$ cat config.mk
export PLATFORM = sky130hd
export DESIGN_NAME = flash_pulse_ctrl
export DESIGN_NICKNAME = d
export VERILOG_FILES = /design/src/rtl/fpc_pkg.sv /design/src/rtl/fpc_sync.sv /design/src/rtl/fpc_timeout.sv /design/src/rtl/fpc_level_limit.sv /design/src/rtl/flash_pulse_ctrl.sv
export SDC_FILE = /design/constraint.sdc
export NUM_CORES = 1
export LEC_CHECK = 0
export BUFFER_PORTS_ARGS = -buffer_cell sky130_fd_sc_hd__buf_2
export CORE_UTILIZATION = 53
export CTS_CLUSTER_SIZE = 28
export DETAILED_ROUTE_END_ITERATION = 10
export GPL_TIMING_DRIVEN = 0
export PLACE_DENSITY = 0.86
export SLEW_MARGIN = 0
export SYNTH_ARGS = -nofsm -noshare
export SYNTH_HDL_FRONTEND = slang
export SYNTH_SLANG_ARGS = --single-unit
$ cat constraint.sdc
create_clock -name clk -period 2 [get_ports clk]
set_input_delay 0.4 -clock clk [delete_from_list [all_inputs] [get_ports clk]]
set_output_delay 0.4 -clock clk [all_outputs]
set_load 0.005 [all_outputs]
$ cat src/rtl/fpc_pkg.sv
package fpc_pkg;
   typedef enum logic [1:0] {
      AMB_LOW   = 2'b00,
      AMB_MID   = 2'b01,
      AMB_HIGH  = 2'b10,
      AMB_HIGH2 = 2'b11
   } amb_zone_e;

   typedef enum logic {
      FIRE_IDLE = 1'b0,
      FIRE_ON   = 1'b1
   } fire_state_e;
endpackage

$ cat src/rtl/fpc_sync.sv
module fpc_sync #(
   parameter int STAGES = 2
) (
   input  logic clk,
   input  logic rst_n,
   input  logic d_async,
   output logic q_sync
);
   if (STAGES < 2) begin : g_bad_stages
      $error("fpc_sync: STAGES must be at least 2");
   end

   logic [STAGES-1:0] chain_q;

   always_ff @(posedge clk) begin
      if (!rst_n) chain_q <= '0;
      else        chain_q <= {chain_q[STAGES-2:0], d_async};
   end

   assign q_sync = chain_q[STAGES-1];
endmodule

$ cat src/rtl/fpc_timeout.sv
module fpc_timeout #(
   parameter int CODE_W    = 4,
   parameter int STEP_MS   = 16,
   parameter int LONG_MS   = 512,
   parameter bit LONG_LAST = 1'b1
) (
   input  logic              clk,
   input  logic              rst_n,
   input  logic              start,
   input  logic              run,
   input  logic              tick,
   input  logic [CODE_W-1:0] code,
   output logic              expire
);
   localparam int LIN_MAX = STEP_MS * (2 ** CODE_W);
   localparam int TOP_MS  = (LONG_MS > LIN_MAX) ? LONG_MS : LIN_MAX;
   localparam int CNT_W   = $clog2(TOP_MS + 1);

   if (STEP_MS < 1 || LONG_MS < 1) begin : g_bad_step
      $error("fpc_timeout: STEP_MS and LONG_MS must be positive");
   end
   if (CNT_W < CODE_W) begin : g_bad_width
      $error("fpc_timeout: counter narrower than code");
   end

   logic [CNT_W-1:0] lim_next, lim_q, cnt_q;
   logic [CNT_W-1:0] linear_lim;

   assign linear_lim = CNT_W'(STEP_MS) * (CNT_W'(code) + CNT_W'(1));

   if (LONG_LAST) begin : g_long_last
      always_comb lim_next = (&code) ? CNT_W'(LONG_MS) : linear_lim;
   end else begin : g_linear
      always_comb lim_next = linear_lim;
   end

   always_ff @(posedge clk) begin
      if (!rst_n) begin
         cnt_q <= '0;
         lim_q <= '0;
      end else if (start) begin
         cnt_q <= '0;
         lim_q <= lim_next;
      end else if (run && tick) begin
         cnt_q <= cnt_q + CNT_W'(1);
      end
   end

   assign expire = run && tick && (cnt_q == lim_q - CNT_W'(1));

   p_cnt_below_limit_r2: assert property (@(posedge clk) disable iff (!rst_n)
      run |-> (cnt_q < lim_q));

   p_no_restart_r9: assert property (@(posedge clk) disable iff (!rst_n)
      (run && $past(run)) |-> (cnt_q >= $past(cnt_q)));
endmodule

$ cat src/rtl/fpc_level_limit.sv
module fpc_level_limit
   import fpc_pkg::*;
#(
   parameter int LVL_W    = 3,
   parameter int CAP_CODE = 4
) (
   input  logic             amb_en,
   input  amb_zone_e        zone,
   input  logic [LVL_W-1:0] prog,
   output logic [LVL_W-1:0] eff
);
   localparam logic [LVL_W-1:0] CAP = LVL_W'(CAP_CODE);

   if (CAP_CODE < 0 || CAP_CODE >= (2 ** LVL_W)) begin : g_bad_cap
      $error("fpc_level_limit: CAP_CODE outside code range");
   end

   always_comb begin
      eff = prog;
      if (amb_en && zone == AMB_MID && prog > CAP) eff = CAP;
   end
endmodule

$ cat src/rtl/flash_pulse_ctrl.sv
module flash_pulse_ctrl
   import fpc_pkg::*;
#(
   parameter int SYNC_STAGES = 2,
   parameter int DUR_W       = 4,
   parameter int STEP_MS     = 16,
   parameter int LONG_MS     = 512,
   parameter int LVL_W       = 3,
   parameter int MID_CAP     = 4
) (
   input  logic             clk,
   input  logic             rst_n,
   input  logic             tick_1ms,
   input  logic             strobe_pin,
   input  logic             strobe_level_sel,
   input  logic             sw_flash_bit,
   input  logic [DUR_W-1:0] dur_code,
   input  logic             charge_gate_bypass,
   input  logic             eoc_flag,
   input  logic             amb_sense_en,
   input  logic [1:0]       amb_zone,
   input  logic [LVL_W-1:0] prog_level,
   output logic             flash_on,
   output logic [LVL_W-1:0] eff_level,
   output logic             flash_done,
   output logic             clr_mode_req
);
   logic        strobe_s, strobe_q, sw_q;
   logic        strobe_rise, sw_rise, trig, ready, amb_block, accept;
   logic        expire, release_pin, end_now;
   fire_state_e fire_q;
   logic        src_sw_q, pin_hold_q, done_q, clr_q;
   amb_zone_e   zone;

   assign zone = amb_zone_e'(amb_zone);

   fpc_sync #(.STAGES(SYNC_STAGES)) u_sync (
      .clk(clk), .rst_n(rst_n), .d_async(strobe_pin), .q_sync(strobe_s)
   );

   always_ff @(posedge clk) begin
      if (!rst_n) begin
         strobe_q <= 1'b0;
         sw_q     <= 1'b0;
      end else begin
         strobe_q <= strobe_s;
         sw_q     <= sw_flash_bit;
      end
   end

   assign strobe_rise = strobe_s & ~strobe_q;
   assign sw_rise     = sw_flash_bit & ~sw_q;
   assign trig        = strobe_rise | sw_rise;
   assign ready       = charge_gate_bypass | eoc_flag;
   assign amb_block   = amb_sense_en && (zone == AMB_HIGH || zone == AMB_HIGH2);
   assign accept      = (fire_q == FIRE_IDLE) && trig && ready && !amb_block;

   fpc_timeout #(
      .CODE_W(DUR_W), .STEP_MS(STEP_MS), .LONG_MS(LONG_MS), .LONG_LAST(1'b1)
   ) u_timeout (
      .clk(clk), .rst_n(rst_n), .start(accept), .run(fire_q == FIRE_ON),
      .tick(tick_1ms), .code(dur_code), .expire(expire)
   );

   assign release_pin = pin_hold_q && !strobe_s;
   assign end_now     = (fire_q == FIRE_ON) && (expire || release_pin);

   always_ff @(posedge clk) begin
      if (!rst_n) begin
         fire_q     <= FIRE_IDLE;
         src_sw_q   <= 1'b0;
         pin_hold_q <= 1'b0;
         done_q     <= 1'b0;
         clr_q      <= 1'b0;
      end else begin
         done_q <= end_now;
         clr_q  <= end_now && src_sw_q;
         if (accept) begin
            fire_q     <= FIRE_ON;
            src_sw_q   <= sw_rise;
            pin_hold_q <= strobe_level_sel && !sw_rise;
         end else if (end_now) begin
            fire_q     <= FIRE_IDLE;
            pin_hold_q <= 1'b0;
         end
      end
   end

   assign flash_on     = (fire_q == FIRE_ON);
   assign flash_done   = done_q;
   assign clr_mode_req = clr_q;

   fpc_level_limit #(.LVL_W(LVL_W), .CAP_CODE(MID_CAP)) u_level (
      .amb_en(amb_sense_en), .zone(zone), .prog(prog_level), .eff(eff_level)
   );

   p_gate_needs_eoc_r6: assert property (@(posedge clk) disable iff (!rst_n)
      $rose(flash_on) |-> $past(charge_gate_bypass || eoc_flag));

   p_high_zone_blocks_r7: assert property (@(posedge clk) disable iff (!rst_n)
      $rose(flash_on) |-> !$past(amb_sense_en && amb_zone[1]));

   p_mid_zone_cap_r8: assert property (@(posedge clk) disable iff (!rst_n)
      (amb_sense_en && amb_zone == 2'b01) |-> (eff_level <= LVL_W'(MID_CAP)));

   p_done_after_flash_r10: assert property (@(posedge clk) disable iff (!rst_n)
      flash_done |-> (!flash_on && $past(flash_on)));

   p_fall_gives_done_r10: assert property (@(posedge clk) disable iff (!rst_n)
      $fell(flash_on) |-> flash_done);

   p_clr_with_done_r5: assert property (@(posedge clk) disable iff (!rst_n)
      clr_mode_req |-> flash_done);
endmodule

# --- After elaboration in Yosys (flattened, before gate mapping) ---
# Index checks and enable logic that the tools add are counted.
totals:
  regBits: 29
  romBits: 0
  inputBits: 18
  mem_count: 0
  wordCells: 51
  output_inout_bits: 6
  mem_bits_rw: 0
  latch_bits: 0
classes:
  multipliers: 0
  div_mod_pow: 0
  eq_ne: 4
  shift: 0
  n_addsub: 3
  n_reduce_logical: 20
  bitwise: 8
  n_mux: 5
  n_lt_le_gt_ge: 1
ops:
  columns: ["op", "count"]
  rows:
  - ["logical AND 1 bit", 12]
  - ["adder 10 x 1 -> 10 bit (second input constant)", 1]
  - ["== test 10 bit", 1]
  - ["2-to-1 mux 10 bit", 1]
  - ["subtractor 10 x 1 -> 10 bit (second input constant)", 1]
  - ["adder 4 x 1 -> 5 bit (second input constant)", 1]
  - ["== test 2 bit (second input constant)", 2]
  - ["NOT 1 bit", 4]
  - ["AND reduction 4 bit", 1]
  - ["greater-than comparator 3 bit (second input constant)", 1]
  - ["zero test 1 bit", 3]
  - ["2-to-1 mux 1 bit", 3]
  - ["2-to-1 mux 3 bit", 1]
  - ["bitwise AND 1 bit", 2]
  - ["== test 2 x 1 -> 1 bit (second input constant)", 1]
  - ["logical OR 1 bit", 2]
  - ["OR 1 bit", 2]
  - ["nonzero test 2 bit", 1]
  - ["OR reduction 2 bit", 1]

# --- Depth between registers and ports, before layout ---
# Gate-level depths: netlist of the first run.
depth:
  word_depth: 7
  mapped_depth: 7
  ltp_nobuf: 7

# --- Modules after synthesis ---
# From an unflattened synthesis of the first run, not the netlist that was laid out.
unflattened:
  hier_cells: 129
  area_unflattened_um2: 1179.9
modules_own_cells:
  columns: ["module", "area_each_um2", "cells_each", "n_inst", "seq_area_each_um2"]
  rows:
  - ["fpc_timeout", 814.5, 93, 1, 300.3]
  - ["flash_pulse_ctrl", 287.8, 28, 1, 140.1]
  - ["fpc_sync", 52.6, 4, 1, 40.0]
  - ["fpc_level_limit", 25.0, 4, 1, 0.0]

# --- Least setup slack after synthesis of the first run ---
# OpenSTA, ideal clock, no wires.
synth_timing:
  path_kind: "reg-to-reg"
  start: "reg u_timeout.lim_q[4]"
  end: "reg pin_hold_q"
  path_slack_ns: 0.379
  t_arrival_ns: 1.504
  path_buffers: 0
  period_less_slack_ns: 1.621
  path_stages_with_launch: 7
  required_time_ns: 1.883
  setup_ns: 0.117
  cell_sequence: "dfxtp_1 > inv_1 > ha_1 > xnor2_1 > nor4_4 > o2111ai_2 > a22o_1"
synth_between:
  elab_chain_len: 6
synth_lines:
  columns: ["element", "line_no", "source"]
  rows:
  - ["start: declaration", "fpc_timeout.sv:26", "logic [CNT_W-1:0] lim_next, lim_q, cnt_q;"]
  - ["start signal: assignment", "fpc_timeout.sv:43", "lim_q <= lim_next;"]
  - ["subtractor 10 x 1 -> 10 bit", "fpc_timeout.sv:49", "assign expire = run && tick && (cnt_q == lim_q - CNT_W'(1));"]
  - ["== test 10 bit", "fpc_timeout.sv:49", null]
  - ["logical AND 1 bit", "fpc_timeout.sv:49", null]
  - ["logical OR 1 bit", "flash_pulse_ctrl.sv:66", "assign end_now = (fire_q == FIRE_ON) && (expire || release_pin);"]
  - ["logical AND 1 bit", "flash_pulse_ctrl.sv:66", null]
  - ["nonzero test 2 bit (no line)", null, null]
  - ["end signal: assignment", "flash_pulse_ctrl.sv:81", "pin_hold_q <= strobe_level_sel && !sw_rise;"]
  - ["end: declaration", "flash_pulse_ctrl.sv:32", "logic src_sw_q, pin_hold_q, done_q, clr_q;"]
# Every way passes these cells.
# A chain may end at the register's enable or synchronous reset.

# --- Worst setup path in the final report of the first run ---
# Ends and elaborated chain as after synthesis.

==> results of run 1 <==
-- kinds of logic after synthesis --
kind of cell / Yosys count
AO/OA/AOI/OAI: 17
multiplexers: 3
XOR/XNOR: 16
AND/OR/NAND/NOR: 57
adder cells (fa/ha/maj): 3
buffers and inverters: 9
flip-flops: 24
-- final timing paths --
| kind | start | to |
|---|---|---|
| min | strobe_pin | u_sync.chain_q[0]$_SDFF_PN0_ |
| max reg2reg | u_timeout.lim_q[4]$_SDFFE_PN0P_ | pin_hold_q$_SDFFE_PN0P_ |
| max | u_timeout.lim_q[4]$_SDFFE_PN0P_ | pin_hold_q$_SDFFE_PN0P_ |
| min reg2reg | u_sync.chain_q[0]$_SDFF_PN0_ | u_sync.chain_q[1]$_SDFF_PN0_ |
-- flip-flops by register name (all words and copies together) (netlist names) --
signal	cells
flash_done	1
clr_mode_req	1
sw_q	1
u_sync.chain_q	2
pin_hold_q	1
src_sw_q	1
flash_on	1
u_timeout.lim_q	5
u_timeout.cnt_q	10
strobe_q	1
-- routing by layer --
metal / track usage [%] / vias up
li1: - / 491
met1: 24.04 / 438
met2: 39.64 / 12
met3: 1.852 / 4
met4: 7.143 / 0
met5: 0 / -
-- power breakdown --
group / switching, mW / internal (mW)
logic: 0.0711 / 0.0691
clock network: 0.140 / 0.202
registers: 0.0176 / 0.494
total: 0.228 / 0.766
-- final cells by class --
type                       count  area [µm²]  area share, %
multi-input combinational     96       681.9          48.62
clock inverter                 1       30.03          2.141
timing repair buffer          23       115.1          8.207
sequential                    24       480.5          34.26
inverter                       5       18.77          1.338
clock buffer                   3       22.52          1.606
tap                           27       33.78          2.409
buffer                         4       20.02          1.427
-- synthesized netlist by cell type, drive strengths merged, types with 3 or more instances --
master  number  area, µm²
nand2       11      41.29
xor2         8      70.07
dfxtp       24      480.5
nor2b        5      33.78
mux2i        3      30.03
a21oi        5      25.02
nand2b       5      31.28
nor2        15      56.30
nand3        5      37.54
inv          5      18.77
xnor2        8      70.07
ha           3      37.54
and2         7      45.05
==> results by group, run 1 <==
STA
  • RSZ-0062 raised after global routing: no
  • Setup slack after layout: 0.2054 ns
  • Post-route fraction of the period consumed by the critical path: roughly 90%
  • Final period demand of the worst path: 1.795 ns
  • Number of hold violations in the final report: 0
  • Count of final setup violators: 0
  • Post-Route Setup TNS: 0 ns
  • Relative slew slack: 71.17%
  • Worst slew pin tran: 0.4325 ns
  • Worst hold slack after final layout: 0.2936 ns
  • Max Slew Vio Count: 0
  • Worst clock skew: about 0.0035 ns
  • Achievable clock frequency: 557.2 MHz

Route
  • Number of nets still failing antenna checks after routing: 0
  • Met2 Wirelength: 1.118 mm
  • Highest layer used for signal routing: met4
  • Via/cell ratio: 5.164
  • Sum of routed wire segments on met1: 974 µm
  • Wirelength, routed: 2.172 mm
  • Routed wirelength normalized by instance count: 11.87 µm
  • Total number of vias: 945
  • Final routed DRC violation total: 0
  • Drt initial violations: 14
  • Met3 Routed Length: 49 µm
  • DR pass1 iterations: 4

Synthesis
  • Synthesized-area fraction occupied by ao, oa, aoi and oai cells: 12.29%
  • Combined area of all synthesized cells: approximately 1200 µm²
  • Most common flop cell mapped by yosys: sky130_fd_sc_hd__dfxtp_1
  • Flip-flop and latch count after synthesis: 24
  • Syn_area_per_cell: 9.311 µm²
  • Yosys warns: 0
  • Async S/R FF share, synth: 0%
  • Cell variety after synth: 36
  • Post-synthesis mux area share: 2.500%
  • Post-synthesis share of cell area spent on xor and xnor gates: a little under an eighth
  • Number of flops mapped to enable cells by yosys: 0
  • Post-Synthesis Net Count: 150
  • Synth Area in Adders: 3.125%
  • Synthesized instance count: 129
  • Largest family of logic cells by synthesized area: simple AND/OR/NAND/NOR gates
  • Basic-gate share of the synthesized area counting and, or, nand and nor cells: 27.19%
  • Sequential share of the synthesized area: 40.00%

Clock network
  • TritonCTS Buffers: 3
  • Clock tree from TritonCTS: yes
  • Cts-stage hold buffer count: 0
  • Number of sinks driven by the clock tree: 24
  • Worst-path clk slew: 0.13 ns
  • CTS resizes: 0
  • Number of buffers added for setup after CTS: 0
  • Number of H-tree levels: 1
  • Clock root buffer master: sky130_fd_sc_hd__clkbuf_4
  • Insertion delay to the later sink of the worst-skew pair: between 0.3 and 0.4 ns
  • Clk buf depth: 2

Worst setup path
  • Reg-to-reg slack, setup: ~0.2 ns
  • Critical path arrival: 2.01 ns
  • Count of buffering cells on the critical path with inverters included: 1
  • Number of gates on the worst path with buffers counted: 6
  • Cell-by-cell trace of the critical path: inv_1 -> ha_1 -> xnor2_1 -> nor4_4 -> o2111ai_2 -> a22o_1
  • Maximum fanout along the worst path: 5
  • CP Capture Type: flip-flop
  • Count of cells along the worst register-to-register path: 6
  • Family with the most delay on the worst path: flip-flops
  • Kind of start point of the critical path: flip-flop
  • Critical path's largest stage delay: 0.44 ns
  • Worst setup path class: reg -> reg
  • Crit path max-delay cell type: sky130_fd_sc_hd__dfxtp_1
  • Data required time of the critical path: 2.22 ns

Final layout
  • Filler cell count: 171
  • Signed area change from the synthesized netlist to the final layout: 16.77%
  • Antenna diode count: 0
  • Most frequent cells in the layout: sky130_fd_sc_hd__buf_2, sky130_fd_sc_hd__dfxtp_1, sky130_fd_sc_hd__nor2_1
  • Final core utilization: 68.69%
  • Net count of the finished layout: 178
  • Proportion of layout cells with a drive suffix above 1: 23.72%
  • Final instance area: 1403 µm²
  • Number of non-filler instances in the completed layout: around 180

Pwr
  • Final total power: between 0.9 and 1 mW
  • Leakage power summed over all cells: 0.5707 nW
  • Highest ir drop seen on vdd: 0.5379 mV
  • Power per Cell Area: 708.7 nW/µm²

Floorplanning
  • Placeable core area: between 2000 and 2500 µm²
  • # IOs: 24
  • Die area: 2461 µm²
  • Vertical die dimension: ~50 µm
  • Std cell rows: 16
  • Horizontal die dimension: 49.61 µm
  • Effective utilization at floorplan: 58.82%

Placement
  • Placed instance count: 179
  • Worst setup slack after placement: 0.1043 ns
  • Count of buffers from port buffering: 23
  • Placed Area: 1350 µm²
  • Gpl congestion: 0.7305
  • Post-detail-place hpwl: 1.677 mm

Global routing
  • Antenna violations before repair: 0
  • Global-route wire length before repair: just over 4 mm
  • Vias in the first global route: 978
  • Grt total ovfl: 0
  • Largest net degree at the start of global routing: 15
  • Total routing usage reported by global routing: 20.91%

Worst hold path
  • Hold path cells: 2
  • Worst min path class: in -> reg

Flow run
  • Max-cap violations: 0

Status
  • Status: finished clean
Note: power is estimated with default switching activity, not from simulation.
==> run 2: changes to the inputs <==
--- a/config.mk
+++ b/config.mk
@@ -9,7 +9,6 @@
 export CORE_UTILIZATION = 53
 export CTS_CLUSTER_SIZE = 28
 export DETAILED_ROUTE_END_ITERATION = 10
-export GPL_TIMING_DRIVEN = 0
 export PLACE_DENSITY = 0.86
 export SLEW_MARGIN = 0
 export SYNTH_ARGS = -nofsm -noshare
==> run 2 against run 1 <==
Compared with the run above: maximum frequency rose by 2.7%; register-to-register slack improved by 0.05 ns; hold slack gained 0.0028 ns; via count is 1.9% lower; sequential power about the same; clock-buffer cell count is 1 higher; die area stayed put; routed wire length decreased by 0.23%; global-route usage fell by 0.70 points; cell area fell by 2.1%; largest cell class unchanged; largest power group unchanged.
==> results by group, run 2 (synthesis gave the netlist of run 1 again) <==
Pwr
  • Leakage power summed over all cells: 0.5578 nW (was 0.5707 nW)
  • Power per Cell Area: 660.4 nW/µm² (was 708.7 nW/µm²)
  • Highest ir drop seen on vdd: 0.5866 mV (was 0.5379 mV)
  • Final total power: 0.9072 mW (was 0.9940 mW)

Floorplanning
  • Effective utilization at floorplan: 58.82% (unchanged)
  • # IOs: 24 (unchanged)
  • Die area: 2461 µm² (unchanged)
  • Vertical die dimension: 49.61 µm (unchanged)
  • Horizontal die dimension: 49.61 µm (unchanged)
  • Std cell rows: 16 (unchanged)
  • Placeable core area: 2042 µm² (unchanged)

Placement
  • Post-detail-place hpwl: 1.717 mm (was 1.677 mm)
  • Count of buffers from port buffering: 23 (unchanged)
  • Gpl congestion: 0.7303 (was 0.7305)

Global routing
  • Grt total ovfl: 0 (unchanged)
  • Total routing usage reported by global routing: 20.21% (was 20.91%)
  • Vias in the first global route: 909 (was 978)
  • Antenna violations before repair: 0 (unchanged)
  • Largest net degree at the start of global routing: 17 (was 15)
  • Global-route wire length before repair: 3.767 mm (was 4.029 mm)

Final layout
  • Sequential standard cell area: 480.5 µm² (unchanged)
  • Proportion of layout cells with a drive suffix above 1: 23.53% (was 23.72%)
  • Filler cell count: 172 (was 171)
  • Most common library cell in the layout ignoring fill and taps: sky130_fd_sc_hd__dfxtp_1
  • Net count of the finished layout: 175 (was 178)
  • Registers with the most flip-flops: u_timeout.cnt_q (10), u_timeout.lim_q (5), u_sync.chain_q (2) (unchanged)
  • Register name with the most flops: u_timeout.cnt_q (unchanged)
  • Signed area change from the synthesized netlist to the final layout: 14.38% (was 16.77%)
  • Area of the multi-input gates: 681.9 µm² (unchanged)
  • Most frequent cells in the layout: sky130_fd_sc_hd__dfxtp_1, sky130_fd_sc_hd__buf_2, sky130_fd_sc_hd__nor2_1 (was sky130_fd_sc_hd__buf_2, sky130_fd_sc_hd__dfxtp_1, sky130_fd_sc_hd__nor2_1)
  • Antenna diode count: 0 (unchanged)
  • Largest register FFs: 10 (unchanged)

STA
  • Max Slew Vio Count: 0 (unchanged)
  • Worst clock skew: 0.007711 ns (was 0.003475 ns)
  • Achievable clock frequency: 572.2 MHz (was 557.2 MHz)
  • RSZ-0062 raised after global routing: no (unchanged)
  • Count of final setup violators: 0 (unchanged)
  • Number of hold violations in the final report: 0 (unchanged)
  • Post-route fraction of the period consumed by the critical path: 87.39% (was 89.73%)
  • Final period demand of the worst path: 1.748 ns (was 1.795 ns)
  • Worst slew pin tran: 0.4115 ns (was 0.4325 ns)
  • Relative slew slack: 72.32% (was 71.17%)
  • Post-Route Setup TNS: 0 ns (unchanged)

Clock network
  • Worst-path clk slew: 0.13 ns (about the same)
  • Number of buffers added for setup after CTS: 0 (unchanged)
  • Cts-stage hold buffer count: 0 (unchanged)
  • Clock tree from TritonCTS: yes (unchanged)
  • Clock root buffer master: sky130_fd_sc_hd__clkbuf_4 (unchanged)
  • Number of H-tree levels: 1 (unchanged)
  • Clk buf depth: 2 (unchanged)
  • Insertion delay to the later sink of the worst-skew pair: 0.31 ns (about the same)
  • TritonCTS Buffers: 3 (unchanged)
  • CTS resizes: 0 (unchanged)
  • Number of sinks driven by the clock tree: 24 (unchanged)

Worst setup path
  • Cell-by-cell trace of the critical path: inv_1 -> ha_1 -> xnor2_1 -> nor4_4 -> o2111ai_2 -> a22o_1 (unchanged)
  • Reg-to-reg slack, setup: 0.25 ns (was 0.21 ns)
  • Family with the most delay on the worst path: flip-flops (unchanged)
  • Launch point of the worst path: u_timeout.lim_q[4]$_SDFFE_PN0P_ (unchanged)
  • Data required time of the critical path: 2.21 ns (was 2.22 ns)
  • Critical path arrival: 1.96 ns (was 2.01 ns)
  • Worst R2R Start: u_timeout.lim_q[4]$_SDFFE_PN0P_ (unchanged)
  • CP Capture Type: flip-flop (unchanged)
  • Critical path's largest stage delay: 0.43 ns (was 0.44 ns)
  • Crit path max-delay cell type: sky130_fd_sc_hd__dfxtp_1 (unchanged)
  • Number of gates on the worst path with buffers counted: 6 (unchanged)
  • Count of buffering cells on the critical path with inverters included: 1 (unchanged)
  • Worst setup path class: reg -> reg (unchanged)
  • Count of cells along the worst register-to-register path: 6 (unchanged)
  • Kind of start point of the critical path: flip-flop (unchanged)
  • Maximum fanout along the worst path: 5 (unchanged)

Route
  • DR pass1 iterations: 4 (unchanged)
  • Drt initial violations: 6 (was 14)
  • Number of nets still failing antenna checks after routing: 0 (unchanged)
  • Routed wirelength normalized by instance count: 12.04 µm (was 11.87 µm)
  • Wirelength, routed: 2.167 mm (was 2.172 mm)
  • Via/cell ratio: 5.150 (was 5.164)
  • Total number of vias: 927 (was 945)
  • Final routed DRC violation total: 0 (unchanged)

Status
  • Status: finished clean (unchanged)

Worst hold path
  • Hold path cells: 2 (unchanged)
  • Worst Min Path Start: strobe_pin (unchanged)
  • Worst min path class: in -> reg (unchanged)

Flow run
  • Max-cap violations: 0 (unchanged)
[run 2: cell count changes in the layout (fill, tap and decap cells not counted)]
cell	change
sky130_fd_sc_hd__clkbuf_1	-2
sky130_fd_sc_hd__buf_2	-1
sky130_fd_sc_hd__bufinv_16	-1
sky130_fd_sc_hd__clkbuf_8	+1
[run 2: metrics by stage]
stage	setup slack [ns]	cell area [µm²]	utilization [%]	hold WS [ns]	std cells
2_1_floorplan	0.3791	1201	-	0.4119	129
3_3_place_gp	0.2992	1338	65.50	0.4159	176
3_5_place_dp	0.2533	1338	65.50	0.4270	176
4_1_cts	0.2393	1374	67.28	0.2963	180
5_1_grt	0.1380	1374	67.28	0.2837	180
6_report	0.2523	1374	67.28	0.2964	180
[run 2: final cells by class]
| type | count | area share (%) |
|---|---|---|
| inverter | 5 | 1.366 |
| sequential | 24 | 34.97 |
| multi-input combinational | 96 | 49.64 |
| tap | 27 | 2.459 |
| clock buffer | 4 | 2.641 |
| timing repair buffer | 24 | 8.925 |
[run 2: power breakdown]
group / internal (mW) / total [mW] / switching [mW] / leakage (nW)
Clock: 0.111 / 0.255 / 0.144 / 0.0210
Sequential: 0.494 / 0.512 / 0.0179 / 0.195
Combinational: 0.0673 / 0.140 / 0.0725 / 0.342
[run 2: metal layers]
layer / up-vias / track usage, % / share of wire (%)
met3: 6 / 3.086 / 2.4
met1: 424 / 21.56 / 43
li1: 483 / - / -
met2: 14 / 37.61 / 51
met5: - / 0 / 0
met4: 0 / 10.48 / 2.9
[run 2: worst paths after layout]
kind / end
setup / recovery: pin_hold_q$_SDFFE_PN0P_
hold / removal: u_sync.chain_q[0]$_SDFF_PN0_
setup reg to reg: pin_hold_q$_SDFFE_PN0P_
hold reg to reg: u_sync.chain_q[1]$_SDFF_PN0_
==> run 3: changes to the inputs <==
--- a/config.mk
+++ b/config.mk
@@ -9,6 +9,7 @@
 export CORE_UTILIZATION = 53
 export CTS_CLUSTER_SIZE = 28
 export DETAILED_ROUTE_END_ITERATION = 10
+export MAX_ROUTING_LAYER = met4
 export PLACE_DENSITY = 0.86
 export SLEW_MARGIN = 0
 export SYNTH_ARGS = -nofsm -noshare
==> run 3 against run 2 <==
Compared with the run above: clock-buffer cell count is the same; combinational power is essentially flat; maximum frequency is essentially flat; via count shrank 0.22%; flip-flop and latch count is the same; non-clock buffer count is the same; clock power is essentially flat; largest cell class unchanged; largest power group unchanged.
==> results by group, run 3 (synthesis gave the netlist of run 1 again) <==
Global routing
  • Met2 demand-to-capacity share in global routing: 37.61% (unchanged)
  • Grt total ovfl: 0 (unchanged)
  • Vias in the first global route: 911 (was 909)
  • Most Crowded Layer GR: met2 (unchanged)
  • Met3 usage: 3.086% (unchanged)
  • Antenna violations before repair: 0 (unchanged)
  • Largest net degree at the start of global routing: 17 (unchanged)
  • Met1 Usage GRT: 21.37% (was 21.56%)
  • Global-route wire length before repair: 3.760 mm (was 3.767 mm)
  • Total routing usage reported by global routing: 20.71% (was 20.21%)

Worst setup path
  • Maximum fanout along the worst path: 5 (unchanged)
  • Worst setup path class: reg -> reg (unchanged)
  • Kind of start point of the critical path: flip-flop (unchanged)
  • Critical path arrival: 1.96 ns (about the same)
  • Worst R2R Start: u_timeout.lim_q[4]$_SDFFE_PN0P_ (unchanged)
  • CP Capture Type: flip-flop (unchanged)
  • Data required time of the critical path: 2.21 ns (about the same)
  • Launch point of the worst path: u_timeout.lim_q[4]$_SDFFE_PN0P_ (unchanged)

Route
  • DR pass1 iterations: 4 (unchanged)
  • Drt initial violations: 6 (unchanged)
  • Routed wirelength normalized by instance count: 12.06 µm (was 12.04 µm)
  • Number of nets still failing antenna checks after routing: 0 (unchanged)
  • Wirelength, routed: 2.170 mm (was 2.167 mm)
  • Final routed DRC violation total: 0 (unchanged)
  • Total number of vias: 925 (was 927)
  • Via/cell ratio: 5.139 (was 5.150)

Clock network
  • TritonCTS Buffers: 3 (unchanged)
  • Number of sinks driven by the clock tree: 24 (unchanged)
  • Number of H-tree levels: 1 (unchanged)
  • Clock tree from TritonCTS: yes (unchanged)
  • Insertion delay to the later sink of the worst-skew pair: 0.31 ns (about the same)
  • Clock root buffer master: sky130_fd_sc_hd__clkbuf_4 (unchanged)
  • CTS resizes: 0 (unchanged)
  • Clk buf depth: 2 (unchanged)
  • Number of buffers added for setup after CTS: 0 (unchanged)
  • Worst-path clk slew: 0.13 ns (about the same)
  • Cts-stage hold buffer count: 0 (unchanged)

STA
  • Post-route fraction of the period consumed by the critical path: 87.36% (was 87.39%)
  • Number of hold violations in the final report: 0 (unchanged)
  • RSZ-0062 raised after global routing: no (unchanged)
  • Worst clock skew: 0.008737 ns (was 0.007711 ns)
  • Max Slew Vio Count: 0 (unchanged)
  • Final period demand of the worst path: 1.747 ns (was 1.748 ns)
  • Relative slew slack: 72.27% (was 72.32%)
  • Count of final setup violators: 0 (unchanged)
  • Post-Route Setup TNS: 0 ns (unchanged)
  • Achievable clock frequency: 572.4 MHz (was 572.2 MHz)
  • Worst slew pin tran: 0.4122 ns (was 0.4115 ns)

Status
  • Status: finished clean (unchanged)

Placement
  • Placed instance count: 176 (unchanged)
  • Post-detail-place hpwl: 1.717 mm (unchanged)
  • Count of buffers from port buffering: 23 (unchanged)
  • Gpl congestion: 0.7392 (was 0.7303)

Final layout
  • Proportion of layout cells with a drive suffix above 1: 23.53% (unchanged)
  • Net count of the finished layout: 175 (unchanged)
  • Antenna diode count: 0 (unchanged)
  • Register name with the most flops: u_timeout.cnt_q (unchanged)
  • Largest register FFs: 10 (unchanged)
  • Final core utilization: 67.28% (unchanged)
  • Signed area change from the synthesized netlist to the final layout: 14.38% (unchanged)
  • Registers with the most flip-flops: u_timeout.cnt_q (10), u_timeout.lim_q (5), u_sync.chain_q (2) (unchanged)
  • Most common library cell in the layout ignoring fill and taps: sky130_fd_sc_hd__dfxtp_1 (unchanged)
  • Most frequent cells in the layout: sky130_fd_sc_hd__dfxtp_1, sky130_fd_sc_hd__buf_2, sky130_fd_sc_hd__nor2_1 (unchanged)
  • Number of non-filler instances in the completed layout: 180 (unchanged)

Flow run
  • Max-cap violations: 0 (unchanged)

Pwr
  • Leakage power summed over all cells: 0.5578 nW (unchanged)
  • Power per Cell Area: 661.0 nW/µm² (was 660.4 nW/µm²)
  • Highest ir drop seen on vdd: 0.5869 mV (was 0.5866 mV)

Floorplanning
  • Std cell rows: 16 (unchanged)
  • Placeable core area: 2042 µm² (unchanged)
  • # IOs: 24 (unchanged)
  • Horizontal die dimension: 49.61 µm (unchanged)
  • Vertical die dimension: 49.61 µm (unchanged)
  • Die area: 2461 µm² (unchanged)
  • Effective utilization at floorplan: 58.82% (unchanged)

Worst hold path
  • Worst min path class: in -> reg (unchanged)
  • Worst Min Path Start: strobe_pin (unchanged)
## run 3: area by class of cell
type,instances,area (µm²)
Clock buffer,4,36.28
Fill cell,172,668.1
Inverter,5,18.77
Multi-Input combinational cell,96,681.9
Sequential cell,24,480.5
Tap cell,27,33.78
Timing Repair Buffer,24,122.6
## run 3: stage by stage
step | hold WS [ns] | area (µm²) | total power [mW] | setup WS [ns]
after global placement | 0.4159 | 1338 | 0.6538 | 0.2992
after detailed placement | 0.4270 | 1338 | 0.6632 | 0.2533
after floorplan | 0.4119 | 1201 | 0.6160 | 0.3791
after CTS | 0.2963 | 1374 | 0.9093 | 0.2393
final | 0.2963 | 1374 | 0.9081 | 0.2528
after global routing | 0.2837 | 1374 | 0.9427 | 0.1380
## run 3: path summary, 6_finish.rpt
kind                                                endpoint  slack, ns  cells past startpoint
worst max-delay path                 pin_hold_q$_SDFFE_PN0P_       0.25                      6
worst min-delay path            u_sync.chain_q[0]$_SDFF_PN0_       0.30                      2
worst max register to register       pin_hold_q$_SDFFE_PN0P_       0.25                      6
worst min register to register  u_sync.chain_q[1]$_SDFF_PN0_       0.45                      1
## run 3: power by group
| part | total, mW | switching (mW) | internal (mW) |
|---|---|---|---|
| Sequential | 0.512 | 0.0177 | 0.494 |
| Clock | 0.256 | 0.145 | 0.111 |
| Combinational | 0.140 | 0.0726 | 0.0673 |
## run 3: worst max-delay path: stages, from the launching register on
cell	delay, ns
sky130_fd_sc_hd__dfxtp_1	0.43
sky130_fd_sc_hd__inv_1	0.07
sky130_fd_sc_hd__ha_1	0.31
sky130_fd_sc_hd__xnor2_1	0.16
sky130_fd_sc_hd__nor4_4	0.28
sky130_fd_sc_hd__o2111ai_2	0.18
sky130_fd_sc_hd__a22o_1	0.24
## run 3: per-layer routing
metal,share of wire [%],vias to the layer above
li1,-,483
met1,44,424
met2,51,12
met3,2.1,6
met4,2.9,0
met5,0,-
